$ cat config.mk
export PLATFORM = sky130hd
export DESIGN_NAME = volpot_i2c_slave
export DESIGN_NICKNAME = d
export VERILOG_FILES = /design/src/rtl/volpot_pkg.sv /design/src/rtl/volpot_sync.sv /design/src/rtl/volpot_edge.sv /design/src/rtl/volpot_cmd_dec.sv /design/src/rtl/volpot_rd_fmt.sv /design/src/rtl/volpot_i2c_slave.sv
export SDC_FILE = /design/constraint.sdc
export NUM_CORES = 1
export LEC_CHECK = 0
export ABC_AREA = 1
export ABC_CLOCK_PERIOD_IN_PS = 3200
export BUFFER_PORTS_ARGS = -buffer_cell sky130_fd_sc_hd__buf_2
export CAP_MARGIN = 10
export CORE_MARGIN = 4
export CORE_UTILIZATION = 31
export CTS_BUF_LIST = sky130_fd_sc_hd__clkbuf_4
export CTS_CLUSTER_DIAMETER = 60
export DETAILED_ROUTE_END_ITERATION = 16
export PLACE_DENSITY_LB_ADDON = 0.2
export SLEW_MARGIN = 10
export SYNTH_ARGS = -nofsm -noshare
export SYNTH_HDL_FRONTEND = slang
export SYNTH_HIERARCHICAL = 1
export SYNTH_SLANG_ARGS = --single-unit
export TNS_END_PERCENT = 10
$ cat constraint.sdc
create_clock -name clk -period 3.2 [get_ports clk]
set_input_delay 0.64 -clock clk [delete_from_list [all_inputs] [get_ports clk]]
set_output_delay 0.64 -clock clk [all_outputs]
set_load 0.05 [all_outputs]
$ cat src/rtl/volpot_pkg.sv
package volpot_pkg;

   typedef enum logic [2:0] {
      ST_IDLE = 3'd0,
      ST_RX   = 3'd1,
      ST_ACK  = 3'd2,
      ST_TX   = 3'd3,
      ST_MACK = 3'd4
   } bus_st_e;

   // target selector carried in bits 7..6 of a command byte
   localparam logic [1:0] SEL_W0  = 2'b00;
   localparam logic [1:0] SEL_W1  = 2'b01;
   localparam logic [1:0] SEL_CFG = 2'b10;

   localparam int NUM_READ_REGS = 3;

   function automatic logic [1:0] rd_ptr_next(input logic [1:0] p);
      return (p == 2'(NUM_READ_REGS - 1)) ? 2'd0 : p + 2'd1;
   endfunction

endpackage

$ cat src/rtl/volpot_sync.sv
module volpot_sync #(
   parameter int             W       = 1,
   parameter int             STAGES  = 2,
   parameter logic [W-1:0]   RST_VAL = '0
) (
   input  logic         clk,
   input  logic         rst_n,
   input  logic [W-1:0] d,
   output logic [W-1:0] q
);

   if (STAGES < 2) begin : g_bad_stages
      $error("volpot_sync: STAGES must be at least 2");
   end

   for (genvar g = 0; g < W; g++) begin : g_bit
      logic [STAGES-1:0] chain;
      always_ff @(posedge clk or negedge rst_n) begin
         if (!rst_n) chain <= {STAGES{RST_VAL[g]}};
         else        chain <= {chain[STAGES-2:0], d[g]};
      end
      assign q[g] = chain[STAGES-1];
   end

endmodule

$ cat src/rtl/volpot_edge.sv
module volpot_edge (
   input  logic clk,
   input  logic rst_n,
   input  logic en,
   input  logic scl_s,
   input  logic sda_s,
   output logic scl_q,
   output logic ev_rise,
   output logic ev_fall,
   output logic ev_start,
   output logic ev_stop
);

   logic sda_q;

   always_ff @(posedge clk or negedge rst_n) begin
      if (!rst_n) begin
         scl_q <= 1'b1;
         sda_q <= 1'b1;
      end else begin
         scl_q <= scl_s;
         sda_q <= sda_s;
      end
   end

   assign ev_rise  = en &  scl_s & ~scl_q;
   assign ev_fall  = en & ~scl_s &  scl_q;
   assign ev_start = en &  scl_s &  scl_q &  sda_q & ~sda_s;
   assign ev_stop  = en &  scl_s &  scl_q & ~sda_q &  sda_s;

endmodule

$ cat src/rtl/volpot_cmd_dec.sv
module volpot_cmd_dec
   import volpot_pkg::*;
(
   input  logic       fire,
   input  logic [1:0] sel,
   output logic       we_w0,
   output logic       we_w1,
   output logic       we_cfg
);

   always_comb begin
      we_w0  = 1'b0;
      we_w1  = 1'b0;
      we_cfg = 1'b0;
      if (fire) begin
         case (sel)
            SEL_W0:  we_w0  = 1'b1;
            SEL_W1:  we_w1  = 1'b1;
            SEL_CFG: we_cfg = 1'b1;
            default: ;
         endcase
      end
   end

endmodule

$ cat src/rtl/volpot_rd_fmt.sv
module volpot_rd_fmt
   import volpot_pkg::*;
#(
   parameter int WIPER_W = 6,
   parameter int CFG_W   = 3
) (
   input  logic [1:0]         sel,
   input  logic [WIPER_W-1:0] w0,
   input  logic [WIPER_W-1:0] w1,
   input  logic [CFG_W-1:0]   cfg,
   output logic [7:0]         tx_byte
);

   logic [5:0] f_w0, f_w1, f_cfg;

   assign f_w0  = 6'(w0);
   assign f_w1  = 6'(w1);
   assign f_cfg = 6'(cfg);

   always_comb begin
      case (sel)
         2'd0:    tx_byte = {SEL_W0,  f_w0};
         2'd1:    tx_byte = {SEL_W1,  f_w1};
         default: tx_byte = {SEL_CFG, f_cfg};
      endcase
   end

endmodule

$ cat src/rtl/volpot_i2c_slave.sv
module volpot_i2c_slave
   import volpot_pkg::*;
#(
   parameter int         SYNC_STAGES = 2,
   parameter logic [3:0] ADDR_HI     = 4'b0101,
   parameter int         WIPER_W     = 6,
   parameter int         CFG_W       = 3
) (
   input  logic               clk,
   input  logic               rst_n,
   input  logic               scl_i,
   input  logic               sda_i,
   output logic               sda_oe,
   input  logic [2:0]         addr_pins,
   input  logic               ce_n,
   input  logic               commit_busy,
   output logic               wip0_we,
   output logic               wip1_we,
   output logic               cfg_we,
   output logic [7:0]         wr_data,
   input  logic [WIPER_W-1:0] wip0_q,
   input  logic [WIPER_W-1:0] wip1_q,
   input  logic [CFG_W-1:0]   cfg_q
);

   localparam int SEL_BITS = 2;

   if (SYNC_STAGES < 2) begin : g_bad_sync
      $error("volpot_i2c_slave: SYNC_STAGES must be at least 2");
   end
   if (WIPER_W < 1 || WIPER_W > 8 - SEL_BITS) begin : g_bad_wiper
      $error("volpot_i2c_slave: WIPER_W must fit below the selector bits");
   end
   if (CFG_W < 1 || CFG_W > 8 - SEL_BITS) begin : g_bad_cfg
      $error("volpot_i2c_slave: CFG_W must fit below the selector bits");
   end

   // ---------------- input conditioning ----------------
   logic [2:0] raw_in, syn_in;
   logic       ce_off, scl_s, sda_s, scl_q;
   logic       ev_rise, ev_fall, ev_start, ev_stop;

   assign raw_in = {ce_n, scl_i, sda_i};

   volpot_sync #(.W(3), .STAGES(SYNC_STAGES), .RST_VAL(3'b111)) i_sync (
      .clk   (clk),
      .rst_n (rst_n),
      .d     (raw_in),
      .q     (syn_in)
   );

   assign ce_off = syn_in[2];
   assign scl_s  = syn_in[1];
   assign sda_s  = syn_in[0];

   volpot_edge i_edge (
      .clk      (clk),
      .rst_n    (rst_n),
      .en       (~ce_off),
      .scl_s    (scl_s),
      .sda_s    (sda_s),
      .scl_q    (scl_q),
      .ev_rise  (ev_rise),
      .ev_fall  (ev_fall),
      .ev_start (ev_start),
      .ev_stop  (ev_stop)
   );

   // ---------------- byte engine ----------------
   bus_st_e    state;
   logic [2:0] bitcnt;
   logic       byte_full;
   logic       is_addr;
   logic       rd_mode;
   logic       mack_nack;
   logic [7:0] shreg;
   logic [7:0] txsh;
   logic [1:0] rd_ptr;
   logic [1:0] ptr_next;
   logic [1:0] tx_sel;
   logic [7:0] tx_byte;
   logic       addr_hit;
   logic       cmd_fire;
   logic       ack_addr;

   assign ptr_next = rd_ptr_next(rd_ptr);
   assign tx_sel   = (state == ST_MACK) ? ptr_next : rd_ptr;
   assign addr_hit = (shreg[7:1] == {ADDR_HI, addr_pins}) && !commit_busy;
   assign cmd_fire = (state == ST_RX) && ev_fall && byte_full && !is_addr;
   assign ack_addr = (state == ST_ACK) && is_addr;

   volpot_rd_fmt #(.WIPER_W(WIPER_W), .CFG_W(CFG_W)) i_fmt (
      .sel     (tx_sel),
      .w0      (wip0_q),
      .w1      (wip1_q),
      .cfg     (cfg_q),
      .tx_byte (tx_byte)
   );

   always_ff @(posedge clk or negedge rst_n) begin
      if (!rst_n) begin
         state     <= ST_IDLE;
         bitcnt    <= '0;
         byte_full <= 1'b0;
         is_addr   <= 1'b0;
         rd_mode   <= 1'b0;
         mack_nack <= 1'b1;
         shreg     <= '0;
         txsh      <= 8'hFF;
         rd_ptr    <= '0;
      end else if (ce_off) begin
         state     <= ST_IDLE;
         byte_full <= 1'b0;
      end else if (ev_start) begin
         state     <= ST_RX;
         is_addr   <= 1'b1;
         bitcnt    <= '0;
         byte_full <= 1'b0;
      end else if (ev_stop) begin
         state     <= ST_IDLE;
         byte_full <= 1'b0;
      end else begin
         case (state)
            ST_IDLE: ;
            ST_RX: begin
               if (ev_rise) begin
                  shreg  <= {shreg[6:0], sda_s};
                  bitcnt <= bitcnt + 3'd1;
                  if (bitcnt == 3'd7) byte_full <= 1'b1;
               end else if (ev_fall && byte_full) begin
                  byte_full <= 1'b0;
                  if (is_addr) begin
                     if (addr_hit) begin
                        state   <= ST_ACK;
                        rd_mode <= shreg[0];
                        rd_ptr  <= '0;
                     end else begin
                        state <= ST_IDLE;
                     end
                  end else begin
                     state <= ST_ACK;
                  end
               end
            end
            ST_ACK: begin
               if (ev_fall) begin
                  bitcnt <= '0;
                  if (rd_mode) begin
                     state <= ST_TX;
                     txsh  <= tx_byte;
                  end else begin
                     state   <= ST_RX;
                     is_addr <= 1'b0;
                  end
               end
            end
            ST_TX: begin
               if (ev_fall) begin
                  bitcnt <= bitcnt + 3'd1;
                  txsh   <= {txsh[6:0], 1'b1};
                  if (bitcnt == 3'd7) state <= ST_MACK;
               end
            end
            ST_MACK: begin
               if (ev_rise) begin
                  mack_nack <= sda_s;
               end else if (ev_fall) begin
                  if (!mack_nack) begin
                     rd_ptr <= ptr_next;
                     txsh   <= tx_byte;
                     bitcnt <= '0;
                     state  <= ST_TX;
                  end else begin
                     state <= ST_IDLE;
                  end
               end
            end
            default: state <= ST_IDLE;
         endcase
      end
   end

   assign sda_oe = (state == ST_ACK) || ((state == ST_TX) && !txsh[7]);

   // ---------------- command decode ----------------
   volpot_cmd_dec i_dec (
      .fire   (cmd_fire),
      .sel    (shreg[7:6]),
      .we_w0  (wip0_we),
      .we_w1  (wip1_we),
      .we_cfg (cfg_we)
   );

   assign wr_data = shreg;

endmodule

==> results of run 1 <==
## cells by family (layout without fill, tap and decap cells)
kind of cell | count (synthesis) | in the layout
and+or+nand+nor | 187 | 187
buffers and inverters | 48 | 85
DFF | 36 | 36
AOI/OAI and AO/OA | 33 | 33
adders and majority gates | 2 | 2
## registers in the layout, summed over array words and instances, names as in the netlist, 2 cells and up
register            flops
bitcnt                  3
i_sync/g_bit.chain      6
rd_ptr                  2
state                   3
txsh                    8
wr_data                 8
## per-stage QoR
| step | cell area, um^2 | setup slack (ns) | hold WS, ns | power (uW) | cells |
|---|---|---|---|---|---|
| global placement | 2370 | 0.872 | 0.346 | 722 | 412 |
| CTS | 2450 | 0.367 | 0.353 | 1070 | 420 |
| floorplan | 2130 | 0.637 | 0.344 | 679 | 306 |
| detailed placement | 2370 | 0.788 | 0.347 | 729 | 412 |
| finish | 2450 | 0.396 | 0.363 | 1040 | 420 |
| global route | 2450 | 0.234 | 0.336 | 1120 | 420 |
## cell usage in the layout, fill, tap and decap left out
| cell | n |
|---|---|
| nor2_4 | 2 |
| nor3_1 | 2 |
| clkinv_2 | 1 |
| bufinv_16 | 1 |
| nand2_1 | 107 |
| nand3_1 | 30 |
| ha_1 | 2 |
| nand3b_1 | 1 |
| or2_1 | 2 |
| nand3_2 | 1 |
| nor2_1 | 34 |
| inv_2 | 3 |
| a21oi_1 | 6 |
| o21ai_2 | 1 |
| dfrtp_1 | 19 |
| o22ai_1 | 1 |
| a211oi_1 | 1 |
| clkbuf_4 | 5 |
| o21ai_0 | 10 |
| clkinvlp_4 | 1 |
| nor2_8 | 1 |
| a31oi_1 | 3 |
| dfstp_2 | 17 |
| inv_1 | 37 |
| buf_2 | 35 |
| a21o_1 | 1 |
| o21ai_1 | 9 |
| o21bai_1 | 1 |
| nand4_1 | 2 |
| nand2_4 | 1 |
| nand2_2 | 4 |
| clkinv_1 | 2 |
## report_power, final
part           switching (uW)  internal, uW  total (uW)
sequential               31.2           537         568
clock                     164           163         327
combinational            90.9          58.7         150
## final timing paths
path / from / slack [ns] / depth (start not counted) / endpoint
max reg2reg: state[1] / 1.07 / 10 / txsh[5]
max: i_edge/scl_q / 0.40 / 7 / cfg_we
max in group asynchronous: rst_n / 2.30 / 1 / state[1]
min reg2reg: i_sync/g_bit[0].chain[0] / 0.36 / 0 / i_sync/g_bit[0].chain[1]
min: i_sync/g_bit[0].chain[0] / 0.36 / 0 / i_sync/g_bit[0].chain[1]
min in group asynchronous: rst_n / 0.38 / 1 / wr_data[3]
## per-layer routing
layer  GRT usage, %  routed length [um]  up-vias
li1               -                   -     1028
met1           17.2                2350      867
met2           18.7                2070       47
met3           2.07                 241        6
met4           4.15                  75        0
met5              0                   0        -
## cells in the mapped netlist (2+ instances only)
master and n:
nand2_1 107, inv_1 37, nor2_1 34, nand3_1 30, dfrtp_1 19, dfstp_2 17, o21ai_0 10, o21ai_1 9
a21oi_1 6, nand2_2 4, a31oi_1 3, buf_4 3, inv_2 3, buf_2 2, clkinv_1 2, ha_1 2
nand4_1 2, nor2_4 2, nor3_1 2, or2_1 2
## worst max-delay path, delay by kind of cell (launching register included)
kind | cells | cell delay (ns)
and+or+nand+nor | 6 | 1.01
DFF | 1 | 0.56
buffers and inverters | 1 | 0.26
## layout make-up
type,instances,area share [%]
multi-input cells,222,41.5
flip-flops and latches,36,37.7
repair buffers,35,7.15
inverters,42,6.44
well taps,77,3.93
clock inverters,3,1.74
clock buffers,5,1.53
==> impl.org, run 1 <==
** Synthesis
- The most used flip-flop cell after synthesis is dfrtp_1.
- Cell variety after synth :: 30
- Share of the synthesized netlist area taken by xor and xnor gates :: 0%
- Compound-cell area share of the yosys netlist :: 8.50%
- Post-synthesis sequential element count :: 36
- Multiplexer fraction of the synthesized cell area :: 0%
- The synthesized design contains 0 enable-type register cells.
- Summing the sequential cell areas from Yosys gives 43.2% of the chip area.
- Basic-gate share of the synthesized area counting and, or, nand and nor cells :: 38.0%
- Mapped Cells :: 306
- Post-Syn Nets :: 332
- The cell area that synthesis handed to floorplanning was 2130 um^2.
- After synthesis, the largest family of logic cells by area is simple AND/OR/NAND/NOR gates.
- The synthesized netlist devotes 1.17% of its cell area to adder and majority cells.
- In this run the biggest area consumer among cell types represents 22.3% of the synthesized area.
- Share of flip-flops with an asynchronous set or reset :: 100%
- Warning count from the yosys run :: 6
- The largest total area in the synthesized netlist belongs to dfrtp_1.
- By area the synthesized netlist is led by dfrtp_1 22%, dfstp_2 21%, nand2_1 19%.
- Average footprint of a synthesized cell :: 6.97 um^2

** STA
- Of the available clock period, the critical path in the final layout requires 87.6%.
- The final number of max-transition violations is 0.
- The worst path in the final design needs a cycle of 2.80 ns, including I/O delays and setup.
- Setup Viol. Count Final :: 0
- For the pin with the worst max-slew slack, the measured transition is 0.826 ns.
- Static timing analysis puts the maximum clock frequency at 357 MHz.
- Headroom to the max-slew limit came out at 44.9%.
- Final worst clock skew :: 0.00899 ns
- RSZ-0062 raised after global routing :: false
- The final count of hold timing violations is 0.
- Setup TNS after final layout :: 0 ns

** Flow run
- Number of max-cap violations :: 0

** Outcome
- The run finished with clean final reports.

** Placed design
- Summed over all nets, the half-perimeter wirelength after detailed placement is 3530 um.
- Number of buffer cells added on primary ports :: 35
- Weighted congestion at the end of routability-driven global placement :: 0.832

** Clock tree
- The H-tree was split into 2 levels.
- Clock latency on the worst-skew pair, taken at its later pin, is 0.34 ns.
- Number of gates resized after CTS :: 0
- Number of clock sinks :: 36
- Counting along the longest clock path gives a buffer depth of 2.
- In this run the post-CTS setup repair buffer count came out at 0.
- Clock buffer count from CTS :: 5
- TritonCTS built the clock tree.
- Buffers inserted to repair hold after CTS numbered 0.
- In this run the clock root is driven by a clkbuf_4.
- After clock tree synthesis, the clock-pin slew on the worst setup and hold paths is 0.12 ns.

** Finish
- Layout cells sized above 1 :: 21.3%
- Multi-input combinational cell area :: 1020 um^2
- Summing all flip-flop and latch instances after layout gives 922 um^2.
- The area growth from synthesis to layout is 14.8%.
- Final-stage net count :: 368
- Counting the fill cells in the layout gives 712.
- Final core utilization :: 37.5%
- Diodes inserted :: 0

** Critical path
- Crit path cell chain :: nand2_1 -> nor2_1 -> nand3_1 -> nor2_1 -> nand2_1 -> nor2_1 -> buf_2
- Worst path slowest cell :: dfstp_2
- At the worst endpoint, the arrival time is 2.16 ns.
- Type of the worst setup path :: reg -> out
- Slowest cell delay on critical path :: 0.56 ns
- STA classifies the critical path startpoint as a register.
- Worst Path Required :: 2.56 ns
- STA classifies the critical path endpoint as an output port.
- Critical path peak fanout :: 7
- Most frequent cell on the critical path :: nor2_1

** Floorplan
- Vertical die dimension :: 91.0 um
- Boundary Pins :: 36
- Number of rows created at floorplan :: 29
- The total area inside the core boundary comes to 6530 um^2.
- Die extent in x :: 91.0 um
- Die Footprint :: 8270 um^2
- The initial utilization of the core area, before any placement, comes to 32.7%.

** GRT
- The total overflow left after global routing is 0.
- First-pass GRT wire length :: 8250 um
- The number of global-route vias before repair is 1856.
- Global routing used 12.1% of the available tracks.
- Number of antenna violations at the first check in global routing :: 0
- Entering global routing, the biggest net connects 37 pins.

** Power
- VDD IR-drop max :: 0.235 mV
- In this run the power density over the cells is 427 nW/um^2.
- In this run the static leakage power is 0.00132 uW.

** Route
- The detail route stage leaves a number of antenna-violating nets equal to 0.
- Total wirelength of the detailed-routed design :: 4740 um
- Detailed-route wire length per cell :: 11.3 um
- Dividing the detail-routed via count by the number of cells gives 4.64.
- The pre-antenna-repair detailed-routing pass consisted of 4 iterations.
- DRT iter0 DRCs :: 119
- Total via count after detailed routing :: 1948
- Number of DRC violations after detailed routing :: 0

** Hold path
- Path type of the worst min-delay path :: reg -> reg
Power figures use the tool's default switching activity.
==> inputs of run 2 (changes only) <==
--- a/config.mk
+++ b/config.mk
@@ -9,12 +9,11 @@
 export ABC_CLOCK_PERIOD_IN_PS = 3200
 export BUFFER_PORTS_ARGS = -buffer_cell sky130_fd_sc_hd__buf_2
 export CAP_MARGIN = 10
-export CORE_MARGIN = 4
+export CORE_MARGIN = 2
 export CORE_UTILIZATION = 31
 export CTS_BUF_LIST = sky130_fd_sc_hd__clkbuf_4
 export CTS_CLUSTER_DIAMETER = 60
 export DETAILED_ROUTE_END_ITERATION = 16
-export PLACE_DENSITY_LB_ADDON = 0.2
 export SLEW_MARGIN = 10
 export SYNTH_ARGS = -nofsm -noshare
 export SYNTH_HDL_FRONTEND = slang
==> impl.org, run 2 (synthesized netlist as in run 1, its figures left out) <==
** Flow run
- Number of max-cap violations :: 0 (unchanged)

** Route
- Detailed-route wire length per cell :: 10.5 um (was 11.3 um)
- The detailed-route vias per instance came to 4.61 (was 4.64).
- The total via count after detailed routing came to 1950 (was 1948).
- The post-route DRC violation count came to 0 (unchanged).
- The met3 wirelength from detailed routing came to 205 um (was 241 um).
- Detailed-routing iteration count for the pre-antenna-repair pass :: 4 (unchanged)
- Top routing layer in use :: met4 (unchanged)
- The routed wire length on met2 is 1910 um (was 2070 um).
- Antenna Violating Nets Remaining :: 0 (unchanged)
- The length of routed wiring on met1 came to 2190 um (was 2350 um).
- DRT iter0 DRCs :: 118 (was 119)
- Total wirelength of the detailed-routed design :: 4420 um (was 4740 um)

** STA
- The final number of max-transition violations came to 0 (unchanged).
- The accumulated negative setup slack is 0 ns (unchanged).
- The final cycle utilization of the critical path came to 86.9% (was 87.6%).
- RSZ-0062 raised after global routing :: false (unchanged)
- The final count of hold timing violations was 0 (unchanged).
- The final critical delay including setup and external delays is 2.78 ns (was 2.80 ns).
- Worst Max-Slew Pin Slew :: 0.819 ns (was 0.826 ns)
- Slew margin rel. :: 45.2% (was 44.9%)
- Post-route setup slack :: 0.420 ns (was 0.396 ns)
- Final worst clock skew :: 0.0111 ns (was 0.00899 ns)
- The number of endpoints failing setup at the final stage came to 0 (unchanged).
- The achievable frequency is 360 MHz (was 357 MHz).

** Placed design
- HPWL Detailed :: 3310 um (was 3530 um)
- The total cell area at the placement stage was 2370 um^2 (about the same).
- The global placer's final weighted congestion came to 0.881 (was 0.832).
- The post-placement setup slack was 0.799 ns (was 0.788 ns).
- The number of input and output port buffers inserted came to 35 (unchanged).

** Critical path
- Crit path cell chain :: nand2_1 -> nor2_1 -> nand3_1 -> nor2_1 -> nand2_1 -> nor2_1 -> buf_2 (unchanged)
- The required time of the critical path was 2.56 ns (about the same).
- The kind of capture point of the worst setup path is an output port (unchanged).
- The critical path startpoint is i_edge/scl_q (unchanged).
- Critical path peak fanout :: 7 (unchanged)
- Type of the worst setup path :: reg -> out (unchanged)
- The largest incremental delay on the critical path is 0.55 ns (was 0.56 ns).
- Cell class contributing the biggest share of worst-path delay :: simple AND/OR/NAND/NOR gates (unchanged)
- CP startpoint kind :: register (unchanged)
- Worst path slowest cell :: dfstp_2 (unchanged)
- The most used cell along the critical path was nor2_1 (unchanged).
- The data arrival time of the critical path was 2.14 ns (was 2.16 ns).
- The startpoint of the worst register-to-register path is state[1] (unchanged).
- Number of buffers and inverters on the critical path :: 1 (unchanged)

** Clock tree
- The maximum clock insertion buffer count is 2 (unchanged).
- The H-tree depth came to 2 (unchanged).
- The clock sink count is 36 (unchanged).
- The clock transition at the registers of the reported paths is 0.10 ns (was 0.12 ns).
- The TritonCTS clock tree is yes (unchanged).
- Quantity of hold-fixing buffers added after cts :: 0 (unchanged)
- The number of cells upsized or downsized after cts is 0 (unchanged).
- Clock latency at the later pin of the worst-skew pair :: 0.34 ns (about the same)
- Root cell of the clock tree :: clkbuf_4 (unchanged)
- Number of buffers inserted to repair setup after CTS :: 0 (unchanged)
- The number of CTS-inserted buffers is 5 (unchanged).

** GRT
- Maximum number of pins on one net before global-route repair :: 37 (unchanged)
- The number of global-route vias before repair came to 1809 (was 1856).
- First-pass GRT wire length :: 7940 um (was 8250 um)
- Total congestion overflow :: 0 (unchanged)
- The initial antenna violation count was 0 (unchanged).
- Overall routing resource usage :: 13.1% (was 12.1%)

** Finish
- The register cell area after layout was 922 um^2 (unchanged).
- The final cell area excluding filler cells came to 2450 um^2 (about the same).
- Synth-to-layout area growth :: 15.0% (was 14.8%)
- Fill cells :: 708 (was 712)
- The number of nets in the layout is 368 (unchanged).
- Layout cells sized above 1 :: 21.3% (unchanged)
- The leading cell type in the layout, fill and taps excluded is nand2_1 (unchanged).
- The combined area of the multi-input logic cells is 1020 um^2 (unchanged).
- Commonest cells after routing, fill and taps aside :: 107 x nand2_1, 37 x inv_1, 35 x buf_2, 34 x nor2_1, 30 x nand3_1 (unchanged)
- Diodes inserted :: 0 (unchanged)

** Floorplan
- Die Footprint :: 7560 um^2 (was 8270 um^2)
- The number of core rows came to 30 (was 29).
- Vertical die dimension :: 87.0 um (was 91.0 um)
- Die extent in x :: 87.0 um (was 91.0 um)
- Core area :: 6720 um^2 (was 6530 um^2)
- The top-level I/O count is 36 (unchanged).
- The initial core utilization came to 31.8% (was 32.7%).

** Power
- PD cells :: 426 nW/um^2 (was 427 nW/um^2)
- Static Leakage :: 0.00133 uW (was 0.00132 uW)
- VDD IR-drop max :: 0.212 mV (was 0.235 mV)

** Hold path
- The beginning of the worst hold path was i_sync/g_bit[2].chain[0] (was i_sync/g_bit[0].chain[0]).
- The type of the most critical hold path was reg -> reg (unchanged).

** Outcome
- Status :: finished clean (unchanged)
[run 2: layout make-up]
class / instances / area share (%)
Clock buffer: 6 / 1.84
Tap cell: 80 / 4.08
Sequential cell: 36 / 37.6
Inverter: 42 / 6.43
Multi-Input combinational cell: 222 / 41.5
Clock inverter: 2 / 1.43
Timing Repair Buffer: 35 / 7.14
[run 2: per-stage QoR]
step	hold slack (ns)	utilization, %	total power [uW]	std cells
floorplan	0.344	-	679	306
global placement	0.348	35.3	721	415
detailed placement	0.347	35.3	728	415
CTS	0.363	36.5	1060	423
global route	0.350	36.5	1120	423
finish	0.361	36.5	1040	423
[run 2: path summary, 6_finish.rpt]
kind                       slack, ns                  endpoint  cells after the start
max                             0.42                   wip0_we                      7
min                             0.36  i_sync/g_bit[2].chain[1]                      0
max reg2reg                     1.08                   txsh[5]                     10
min reg2reg                     0.36  i_sync/g_bit[2].chain[1]                      0
max in group asynchronous       2.32                 rd_ptr[1]                      1
min in group asynchronous       0.37                wr_data[2]                      1
[run 2: where the power goes]
part / switching (uW) / internal [uW] / leakage [uW]
Sequential: 31.2 / 537 / 0.000433
Combinational: 90.5 / 59.3 / 0.000849
Clock: 154 / 172 / 0.0000456
Total: 276 / 769 / 0.00133
[run 2: per-layer routing]
layer | global-route usage (%) | vias to the layer above
met5 | 0 | -
met4 | 6.68 | 0
met3 | 2.46 | 10
met2 | 20.1 | 51
met1 | 17.7 | 861
li1 | - | 1028
==> inputs of run 3 (changes only) <==
--- a/config.mk
+++ b/config.mk
@@ -9,11 +9,14 @@
 export ABC_CLOCK_PERIOD_IN_PS = 3200
 export BUFFER_PORTS_ARGS = -buffer_cell sky130_fd_sc_hd__buf_2
 export CAP_MARGIN = 10
+export CELL_PAD_IN_SITES_DETAIL_PLACEMENT = 0
+export CELL_PAD_IN_SITES_GLOBAL_PLACEMENT = 2
 export CORE_MARGIN = 2
 export CORE_UTILIZATION = 31
 export CTS_BUF_LIST = sky130_fd_sc_hd__clkbuf_4
 export CTS_CLUSTER_DIAMETER = 60
 export DETAILED_ROUTE_END_ITERATION = 16
+export PLACE_DENSITY_LB_ADDON = 0.1
 export SLEW_MARGIN = 10
 export SYNTH_ARGS = -nofsm -noshare
 export SYNTH_HDL_FRONTEND = slang
==> impl.org, run 3 (synthesized netlist as in run 1, its figures left out) <==
** GRT
- Total congestion overflow :: 0 (unchanged)
- The met1 track demand over resource in global routing is 20.3% (was 17.7%).
- The total track usage came to 14.8% (was 13.1%).
- The most crowded layer after global routing is met2 (unchanged).
- The met3 routing resource usage after global routing was 2.94% (was 2.46%).
- First-pass GRT wire length :: 8780 um (was 7940 um)
- Met2 layer usage reported by global route :: 23.7% (was 20.1%)
- Number of antenna violations at the first check in global routing :: 0 (unchanged)
- Maximum number of pins on one net before global-route repair :: 37 (unchanged)
- The number of global-route vias before repair is 1851 (was 1809).

** Critical path
- Number of buffers and inverters on the critical path :: 3 (was 1)
- Type of the worst setup path :: reg -> out (unchanged)
- CP startpoint kind :: register (unchanged)
- Crit path cell chain :: inv_2 -> nand3_1 -> inv_2 -> nand3_1 -> nor2_1 -> nand2_1 -> nor2_1 -> buf_2 (was nand2_1 -> nor2_1 -> nand3_1 -> nor2_1 -> nand2_1 -> nor2_1 -> buf_2)
- Capturing element type of the critical path :: output port (unchanged)
- The worst-path maximum fanout was 7 (unchanged).
- The required time of the critical path came to 2.56 ns (about the same).
- The startpoint of the worst register-to-register path is state[1] (unchanged).
- Register-to-register setup slack :: 0.97 ns (was 1.08 ns)
- The gate family responsible for the most delay along the worst path is simple AND/OR/NAND/NOR gates (unchanged).
- The critical register-to-register path endpoint was txsh[5] (unchanged).
- The data arrival time of the critical path came to 2.06 ns (was 2.14 ns).
- The critical path's slowest cell is dfrtp_1 (was dfstp_2).
- Number of cells on the worst reg-to-reg path :: 10 (unchanged)
- The largest incremental delay on the critical path is 0.48 ns (was 0.55 ns).

** Placed design
- The cell count after placement is 417 (was 415).
- The HPWL after detailed placement was 3790 um (was 3310 um).
- Number of buffer cells added on primary ports :: 35 (unchanged)
- Setup WS pre-CTS :: 0.899 ns (was 0.799 ns)
- Weighted congestion at the end of routability-driven global placement :: 0.779 (was 0.881)

** Outcome
- Status :: finished clean (unchanged)

** Floorplan
- Die Footprint :: 7560 um^2 (unchanged)
- The top-level I/O count was 36 (unchanged).
- The number of core rows came to 30 (unchanged).
- The horizontal die dimension came to 87.0 um (unchanged).
- Vertical die dimension :: 87.0 um (unchanged)
- Starting utilization of the core area :: 31.8% (unchanged)
- The core area came to 6720 um^2 (unchanged).

** Clock tree
- The number of cells upsized or downsized after cts was 0 (unchanged).
- The buffer type at the clock tree root is clkbuf_4 (unchanged).
- The worst-skew pair later-pin latency came to 0.35 ns (was 0.34 ns).
- The clock sink count is 36 (unchanged).
- The H-tree depth was 2 (unchanged).
- The clock transition at the registers of the reported paths is 0.12 ns (was 0.10 ns).
- Quantity of hold-fixing buffers added after cts :: 0 (unchanged)
- CTS Buffer Depth :: 2 (unchanged)
- The TritonCTS clock tree is yes (unchanged).
- Clock buffer count from CTS :: 5 (unchanged)
- Number of buffers inserted to repair setup after CTS :: 0 (unchanged)

** Route
- Detailed-route wire length per cell :: 12.0 um (was 10.5 um)
- DRT iter0 DRCs :: 76 (was 118)
- Number of DRC violations after detailed routing :: 0 (unchanged)
- Detailed-routing iteration count for the pre-antenna-repair pass :: 4 (unchanged)
- Total wirelength of the detailed-routed design :: 5100 um (was 4420 um)
- The number of nets still failing antenna checks after routing came to 0 (unchanged).
- Number of vias per cell after detailed routing :: 4.51 (was 4.61)
- Total via count after detailed routing :: 1916 (was 1950)

** Hold path
- Number of cells on the worst hold path :: 0 (unchanged)
- The beginning of the worst hold path was i_sync/g_bit[2].chain[0] (unchanged).
- The worst hold endpoint is i_sync/g_bit[2].chain[1] (unchanged).
- The type of the most critical hold path was reg -> reg (unchanged).

** Finish
- The leading cell type in the layout, fill and taps excluded is nand2_1 (unchanged).
- The register cell area after layout came to 922 um^2 (unchanged).
- Commonest cells after routing, fill and taps aside :: 107 x nand2_1, 37 x inv_1, 35 x buf_2, 34 x nor2_1, 30 x nand3_1 (unchanged)
- Multi-input combinational cell area :: 1020 um^2 (unchanged)
- The core utilization of the finished layout was 36.7% (was 36.5%).
- Synth-to-layout area growth :: 15.7% (was 15.0%)
- The number of antenna repair diodes is 0 (unchanged).
- Number of non-filler instances in the completed layout :: 425 (was 423)
- The number of nets in the layout came to 370 (was 368).
- Layout cells sized above 1 :: 21.7% (was 21.3%)
- The number of fillers in the final layout came to 743 (was 708).

** STA
- Final worst clock skew :: 0.0113 ns (was 0.0111 ns)
- RSZ-0062 raised after global routing: false (unchanged).
- The final critical delay including setup and external delays was 2.70 ns (was 2.78 ns).
- Fmax :: 371 MHz (was 360 MHz)
- Slew margin rel. :: 44.0% (was 45.2%)
- Setup Viol. Count Final :: 0 (unchanged)
- Worst Max-Slew Pin Slew :: 0.840 ns (was 0.819 ns)
- Setup TNS after final layout :: 0 ns (unchanged)
- The final setup slack of the worst path is 0.505 ns (was 0.420 ns).
- Crit share post-route :: 84.2% (was 86.9%)
- Final count of hold timing violations :: 0 (unchanged)
- Number of pins with negative max-slew slack in the final report :: 0 (unchanged)

** Power
- The maximum VDD drop is 0.168 mV (was 0.212 mV).
- Static Leakage :: 0.00133 uW (about the same)
- The power per unit of standard cell area was 427 nW/um^2 (was 426 nW/um^2).

** Flow run
- The number of max-cap violations is 0 (unchanged).
## run 3: worst max path at each step
stage / startpoint / to / slack (ns) / depth (start not counted)
floorplan: i_sync/g_bit[2].chain[1] / cfg_we / 0.64 / 8
global placement: state[2] / wip0_we / 0.96 / 8
detailed placement: state[2] / wip0_we / 0.90 / 8
CTS: state[2] / wip0_we / 0.49 / 8
global route: state[2] / wip0_we / 0.32 / 8
finish: state[2] / wip0_we / 0.50 / 8
## run 3: metrics by stage
step | instance area [um^2] | hold WS (ns) | power, uW
2_1_floorplan | 2130 | 0.344 | 679
3_3_place_gp | 2390 | 0.346 | 727
3_5_place_dp | 2390 | 0.347 | 731
4_1_cts | 2470 | 0.358 | 1070
5_1_grt | 2470 | 0.336 | 1130
6_report | 2470 | 0.365 | 1050
## run 3: per-layer routing
layer	part of all wire [%]	vias to the layer above
li1	-	1036
met1	51	842
met2	44	32
met3	3.3	6
met4	1.3	0
met5	0	-
## run 3: power by group
group | internal, uW | total, uW | switching [uW] | leakage [uW]
Clock | 163 | 333 | 171 | 0.0000412
Combinational | 59.1 | 151 | 92.2 | 0.000859
Sequential | 537 | 568 | 31.5 | 0.000433
Total | 759 | 1050 | 294 | 0.00133
## run 3: final cells by class
| type | count | area share [%] |
|---|---|---|
| Sequential cell | 36 | 37.4 |
| Multi-Input combinational cell | 222 | 41.2 |
| Clock inverter | 3 | 1.72 |
| Timing Repair Buffer | 37 | 7.71 |
| Clock buffer | 5 | 1.52 |
| Tap cell | 80 | 4.06 |
| Inverter | 42 | 6.39 |
